$ cat src/rtl/alarm_irq_pkg.sv
package alarm_irq_pkg;
  localparam int NSRC   = 3;
  localparam int SRC_ACK = 0;
  localparam int SRC_ALM = 1;
  localparam int SRC_SEC = 2;

  localparam int NFLD   = 3;
  localparam int TIME_W = 23;
  localparam int ALM_W  = 24;

  // Per-field position of value and enable inside the alarm word.
  localparam int FLD_LSB [NFLD] = '{0, 8, 16};
  localparam int FLD_W   [NFLD] = '{7, 7, 7};
  localparam int FLD_EN  [NFLD] = '{7, 15, 23};
endpackage

$ cat src/rtl/alarm_field_match.sv
module alarm_field_match
  import alarm_irq_pkg::*;
#(
  parameter int BUS_W = 32
) (
  input  logic               clk,
  input  logic               rst_n,
  input  logic [TIME_W-1:0]  time_i,
  input  logic               tick_i,
  input  logic               wr_i,
  input  logic [BUS_W-1:0]   wdata_i,
  output logic               hit_o
);
  logic [ALM_W-1:0] alarm_q;
  logic [NFLD-1:0]  fld_en;
  logic [NFLD-1:0]  fld_eq;

  always_ff @(posedge clk or negedge rst_n) begin
    if (!rst_n)    alarm_q <= '0;
    else if (wr_i) alarm_q <= wdata_i[ALM_W-1:0];
  end

  for (genvar f = 0; f < NFLD; f++) begin : g_fld
    localparam int LSB = FLD_LSB[f];
    localparam int W   = FLD_W[f];
    localparam int ENB = FLD_EN[f];
    assign fld_en[f] = alarm_q[ENB];
    assign fld_eq[f] = (alarm_q[LSB +: W] == time_i[LSB +: W]);
  end

  // Disabled fields count as matched; at least one field must be enabled.
  assign hit_o = tick_i && (|fld_en) && (&(~fld_en | fld_eq));

  logic unused_bits;
  assign unused_bits = ^{time_i[7], time_i[15], wdata_i[BUS_W-1:ALM_W]};
endmodule

$ cat src/rtl/irq_flag_ctrl.sv
module irq_flag_ctrl #(
  parameter int N = 3
) (
  input  logic         clk,
  input  logic         rst_n,
  input  logic [N-1:0] evt_i,
  input  logic         set_wr_i,
  input  logic         clr_mask_wr_i,
  input  logic         clr_flag_wr_i,
  input  logic [N-1:0] bits_i,
  output logic [N-1:0] flags_o,
  output logic [N-1:0] mask_o,
  output logic         irq_o
);
  logic [N-1:0] flag_q, mask_q;
  logic [N-1:0] set_v, dis_v, clr_v;

  assign set_v = set_wr_i      ? bits_i : '0;
  assign dis_v = clr_mask_wr_i ? bits_i : '0;
  assign clr_v = clr_flag_wr_i ? bits_i : '0;

  always_ff @(posedge clk or negedge rst_n) begin
    if (!rst_n) begin
      flag_q <= '0;
      mask_q <= '0;
    end else begin
      flag_q <= (flag_q & ~clr_v) | evt_i;   // fresh event beats clear
      mask_q <= (mask_q | set_v) & ~dis_v;   // disable beats enable
    end
  end

  assign flags_o = flag_q;
  assign mask_o  = mask_q;
  assign irq_o   = |(flag_q & mask_q);
endmodule

$ cat src/rtl/alarm_irq_top.sv
module alarm_irq_top
  import alarm_irq_pkg::*;
(
  input  logic              clk,
  input  logic              rst_n,
  input  logic [TIME_W-1:0] time_i,
  input  logic              sec_tick_i,
  input  logic              alarm_wr_i,
  input  logic [31:0]       alarm_wdata_i,
  input  logic              ien_wr_i,
  input  logic              idis_wr_i,
  input  logic              clr_wr_i,
  input  logic [NSRC-1:0]   cmd_wdata_i,
  input  logic              ack_evt_i,
  output logic [NSRC-1:0]   status_o,
  output logic [NSRC-1:0]   mask_o,
  output logic              irq_o
);
  logic             alarm_hit;
  logic [NSRC-1:0]  evt_vec;

  alarm_field_match #(.BUS_W(32)) u_match (
    .clk     (clk),
    .rst_n   (rst_n),
    .time_i  (time_i),
    .tick_i  (sec_tick_i),
    .wr_i    (alarm_wr_i),
    .wdata_i (alarm_wdata_i),
    .hit_o   (alarm_hit)
  );

  always_comb begin
    evt_vec          = '0;
    evt_vec[SRC_ACK] = ack_evt_i;
    evt_vec[SRC_ALM] = alarm_hit;
    evt_vec[SRC_SEC] = sec_tick_i;
  end

  irq_flag_ctrl #(.N(NSRC)) u_irq (
    .clk           (clk),
    .rst_n         (rst_n),
    .evt_i         (evt_vec),
    .set_wr_i      (ien_wr_i),
    .clr_mask_wr_i (idis_wr_i),
    .clr_flag_wr_i (clr_wr_i),
    .bits_i        (cmd_wdata_i),
    .flags_o       (status_o),
    .mask_o        (mask_o),
    .irq_o         (irq_o)
  );
endmodule

$ cat config.mk
export PLATFORM = sky130hd
export DESIGN_NAME = alarm_irq_top
export DESIGN_NICKNAME = d
export VERILOG_FILES = /design/src/rtl/alarm_irq_pkg.sv /design/src/rtl/alarm_field_match.sv /design/src/rtl/irq_flag_ctrl.sv /design/src/rtl/alarm_irq_top.sv
export SDC_FILE = /design/constraint.sdc
export NUM_CORES = 1
export LEC_CHECK = 0
export BUFFER_PORTS_ARGS = -buffer_cell sky130_fd_sc_hd__clkbuf_2
export CAP_MARGIN = 20
export CORE_ASPECT_RATIO = 1.2
export CORE_MARGIN = 2
export CORE_UTILIZATION = 44
export CTS_CLUSTER_SIZE = 40
export DETAILED_ROUTE_END_ITERATION = 6
export PLACE_DENSITY = 0.79
export SYNTH_ARGS = -nofsm -noshare
export SYNTH_HDL_FRONTEND = slang
export SYNTH_SLANG_ARGS = --single-unit
$ cat constraint.sdc
create_clock -name clk -period 1.2 [get_ports clk]
set_input_delay 0.18 -clock clk [delete_from_list [all_inputs] [get_ports clk]]
set_output_delay 0.18 -clock clk [all_outputs]
set_load 0.02 [all_outputs]
## Word-level counts from Yosys, hierarchy flattened

Cells that the tools add are included.

- Word-level logic and storage cells: 23
- Memories: 0
- Memory bits (read-only): 0
- Flip-flop bits (word level): 30
- Bits in latches: 0
- RAM bits: 0

- Multipliers: 0
- Divide/modulo/power cells: 0
- Add/sub/neg operators: 0
- Order comparisons: 0
- Equal/unequal tests: 3
- Bitwise operators: 9
- Shifts and indexed selects: 0
- Mux-type cells: 3
- Reduce and logical (&&, ||, !) cells: 5

Operators by type and width:

| cell | number |
|---|---|
| == test 7 bit | 3 |
| bitwise AND 3 bit | 3 |
| 2-to-1 mux 3 bit | 3 |
| NOT 3 bit | 3 |
| bitwise OR 3 bit | 3 |
| OR reduction 3 bit | 2 |
| AND reduction 3 bit | 1 |
| logical AND 1 bit | 2 |

## Depth between registers and ports, before layout

- Depth in word-level cells: 5
- Gate-level depth with buffers: 4
- Gate-level depth less buffers: 4

## By module

Synthesis repeated with hierarchy kept, for this count alone.

- Cell total of the unflattened synthesis: 101
- Area total of the unflattened synthesis: 1360.1 sq um

By module, submodules not included:

| module | area each (sq um) | times used | sequential area each (sq um) | cells an instance |
|---|---|---|---|---|
| alarm_field_match | 1131.1 | 1 | 600.6 | 81 |
| irq_flag_ctrl | 229.0 | 1 | 150.1 | 20 |

## Worst setup path before layout

No wires, ideal clock.

- Path kind: flip-flop to output port
- Start: reg u_irq.mask_q[0], in the netlist u_irq.mask_o[0]
- End: out irq_o
- Cell stages (with the launch flop): 3
- Data arrival time: 0.942 ns
- Path slack: 0.078 ns
- Data required time: 1.020 ns
- Buffers on the path: 0
- Path through: dfrtp_1 a222oi_1 inv_1

- Word-level cells in the longest chain between the ends: 2

RTL lines:

| element | RTL line | RTL |
|---|---|---|
| start: declaration | irq_flag_ctrl.sv:15 | `logic [N-1:0] flag_q, mask_q;` |
| start signal: assignment | irq_flag_ctrl.sv:28 | `mask_q <= (mask_q \| set_v) & ~dis_v;` |
| bitwise AND 3 bit | irq_flag_ctrl.sv:34 | `assign irq_o = \|(flag_q & mask_q);` |
| OR reduction 3 bit | irq_flag_ctrl.sv:34 |  |
| end: declaration | alarm_irq_top.sv:17 | `output logic irq_o` |

No other way between the ends.

## Final worst setup path

Same ends and word-level chain as after synthesis.

==> flow_metrics.py <==
metrics = {
    "floorplanning": {
        "die_y_um": 65.27,
        "start_util_pct": 45.45,
        "rows": 22,
        "core_area_um2": 3028,
        "io_pins": 73,
        "die-area_um2": 3593,
        "fp.dieW_um": 55.06,
    },
    "logic_synthesis": {
        "syn_nets": 167,
        "synth_seq_cells": 30,
        "syn-instance-count": 101,
        "synth_area_leaders": "dfrtp_1 55%, mux2_2 20%, xnor2_1 8.3%",
        "synth_top_area_share_pct": 54.55,
        "syn_area_um2": 1376,
        "synth_warnings": 0,
        "yosysUniqueCellTypes": 18,
        "yosysTopAreaCell": "dfrtp_1",
        "syn_avg_cell_area_um2": 13.63,
        "ys_seq_area_share_pct": 54.55,
    },
    "clock_network": {
        "clkTransAtPathRegs_ns": 0.09,
        "root_buffer": "clkbuf_4",
        "insertion_delay_ns": 0.34,
        "cts.sinks": 30,
        "tritoncts": "built",
        "h-tree-depth": 2,
        "cts_buffers": 5,
        "clock_path_buffers": 2,
    },
    "global_routing": {
        "grt_max_degree": 25,
        "grt_remaining_overflow": 0,
        "first_global_vias": 1112,
        "grt_pass1_wl_um": 4457,
        "antenna_found_initial": 0,
        "grtUsageTotal_pct": 17.60,
    },
    "timing": {
        "period_needed_ns": 1.507,
        "setup_tns_ns": -0.4036,
        "fin_ws_ns": -0.3069,
        "worstMarginPinSlew_ns": 0.3868,
        "slew_viol_final": 0,
        "setup_viol": 2,
        "finalCritPeriodShare_pct": 125.6,
        "finClkSkew_ns": 0.006992,
        "fmax_mhz": 663.6,
        "max-slew-margin-rel_pct": 74.21,
        "finalHoldViolCount": 0,
        "rsz0062_at_grt": "true",
    },
    "place": {
        "port_buffers": 62,
        "place.gp.congestion": 0.7192,
        "dp_cells": 198,
        "hpwl_um": 2225,
    },
    "setup_path": {
        "critPathBufInv": 2,
        "crit_required_ns": 1.02,
        "crit_type": "flip-flop to output pin",
        "path_cells": "a222oi_1, inv_1, buf_6",
        "critPathTopFamily": "flip-flops",
        "worstPathMaxFanout": 2,
        "cp-start-kind": "flip-flop",
        "end_kind": "output pin",
        "arrival_ns": 1.33,
        "critPathSlowestCell": "dfrtp_1",
        "critPathMaxStageDelay_ns": 0.40,
    },
    "flow_run": {
        "drv_cap": 0,
    },
    "cells_and_area": {
        "antenna_cells": 0,
        "fillers": 259,
        "syn_to_final_growth_pct": 39.45,
        "layout_commonest_cell": "clkbuf_2",
        "final_cell_mix": "59 x clkbuf_2, 30 x dfrtp_1, 24 x mux2_2, 13 x xnor2_1, 8 x xor2_1",
        "drive_gt1_share_pct": 58.29,
        "final_nets": 240,
        "layout.cells.non_filler": 211,
    },
    "worst_hold_path": {
        "hold_path_class": "primary input to flip-flop",
    },
    "status": {
        "status": "finished, violations left",
        "violations": "negative setup slack",
    },
    "route": {
        "drc": 0,
        "wl_um": 2833,
        "firstDrtPassIters": 4,
        "routedWlPerCell_um": 13.43,
        "vias_per_cell": 5.090,
        "drtIter0Drc": 16,
        "via_count": 1074,
        "detail-route-antenna-nets": 0,
    },
    "pwr": {
        "p_per_area_nw_per_um2": 1289,
        "leakage_nw": 0.9176,
        "vdd_drop_max_mv": 0.9240,
    },
}
## report_power, final
group / leakage, nW / switching (mW) / internal (mW)
registers: 0.350 / 0.0762 / 1.11
logic: 0.523 / 0.208 / 0.292
clock network: 0.0450 / 0.355 / 0.431
total: 0.918 / 0.639 / 1.84
## synth_stat cells
master / instances
dfrtp_1: 30
mux2_2: 24
xnor2_1: 13
xor2_1: 8
a21oi_1: 6
nand4_1: 3
a21o_1: 2
buf_4: 2
inv_1: 2
nand2_1: 2
o41ai_1: 2
a21boi_0: 1
a222oi_1: 1
a31o_1: 1
buf_2: 1
nand3_1: 1
o211ai_1: 1
o41ai_2: 1
## routing by layer
metal | vias to the layer above | global-route usage (%) | wire length, um
met3 | 10 | 6.818 | 244
met1 | 513 | 16.84 | 1019
li1 | 506 | - | -
met2 | 45 | 31.10 | 1502
met4 | 0 | 8.841 | 67
met5 | - | 0 | 0
## through the flow
step | total power [mW] | setup WS [ns] | util [%] | hold slack [ns] | instance area, um2
floorplan | 1.452 | 0.07817 | - | -0.1156 | 1376
global placement | 1.633 | -0.02550 | 57.85 | 0.1190 | 1752
detailed placement | 1.660 | -0.07983 | 57.85 | 0.1213 | 1752
CTS | 2.492 | -0.2769 | 62.40 | 0.02438 | 1889
global route | 2.609 | -0.3478 | 63.39 | 0.04183 | 1919
finish | 2.475 | -0.3069 | 63.39 | 0.04089 | 1919
## layout make-up
| cell class | instances | area (um2) | area share [%] |
|---|---|---|---|
| flip-flops and latches | 30 | 750.7 | 39.11 |
| multi-input cells | 66 | 613.1 | 31.94 |
| repair buffers | 69 | 425.4 | 22.16 |
| well taps | 36 | 45.04 | 2.347 |
| clock inverters | 3 | 40.04 | 2.086 |
| clock buffers | 5 | 37.54 | 1.956 |
| inverters | 2 | 7.507 | 0.3911 |
## cell families (layout without fill, tap and decap cells)
logic type	Yosys count	after routing	share of synthesized area [%]
AND/OR/NAND/NOR	6	6	2.273
multiplexers	24	24	19.64
AO/OA/AOI/OAI	15	15	8.183
XOR/XNOR	21	21	13.36
flip-flops	30	30	54.55
buffers and inverters	5	79	2.000
## path summary, 6_finish.rpt
path,endpoint,from,slack [ns],cells past startpoint
max reg2reg,u_irq.flags_o[1]$_DFF_PN0_,u_match.alarm_q[10]$_DFFE_PN0P_,0.01,4
max,irq_o,u_irq.mask_o[0]$_DFF_PN0_,-0.31,3
min,u_irq.mask_o[1]$_DFF_PN0_,cmd_wdata_i[1],0.04,2
min reg2reg,u_irq.flags_o[2]$_DFF_PN0_,u_irq.flags_o[2]$_DFF_PN0_,0.53,1
max in group asynchronous,u_match.alarm_q[16]$_DFFE_PN0P_,rst_n,0.49,3
min in group asynchronous,u_irq.flags_o[1]$_DFF_PN0_,rst_n,0.29,2
## flip-flops by register name, indices dropped and copies added, names as in the netlist
name	count
u_irq.flags_o	3
u_match.alarm_q	24
u_irq.mask_o	3
## repair_timing
action                     CTS  global route
hold buffers                 2             0
setup endpoints to repair    2             4
pin swaps                    1             1
resized for setup            3             7
hold endpoints to repair    15             0
buffers inserted             2             1
(Power assumes the default switching activity.)
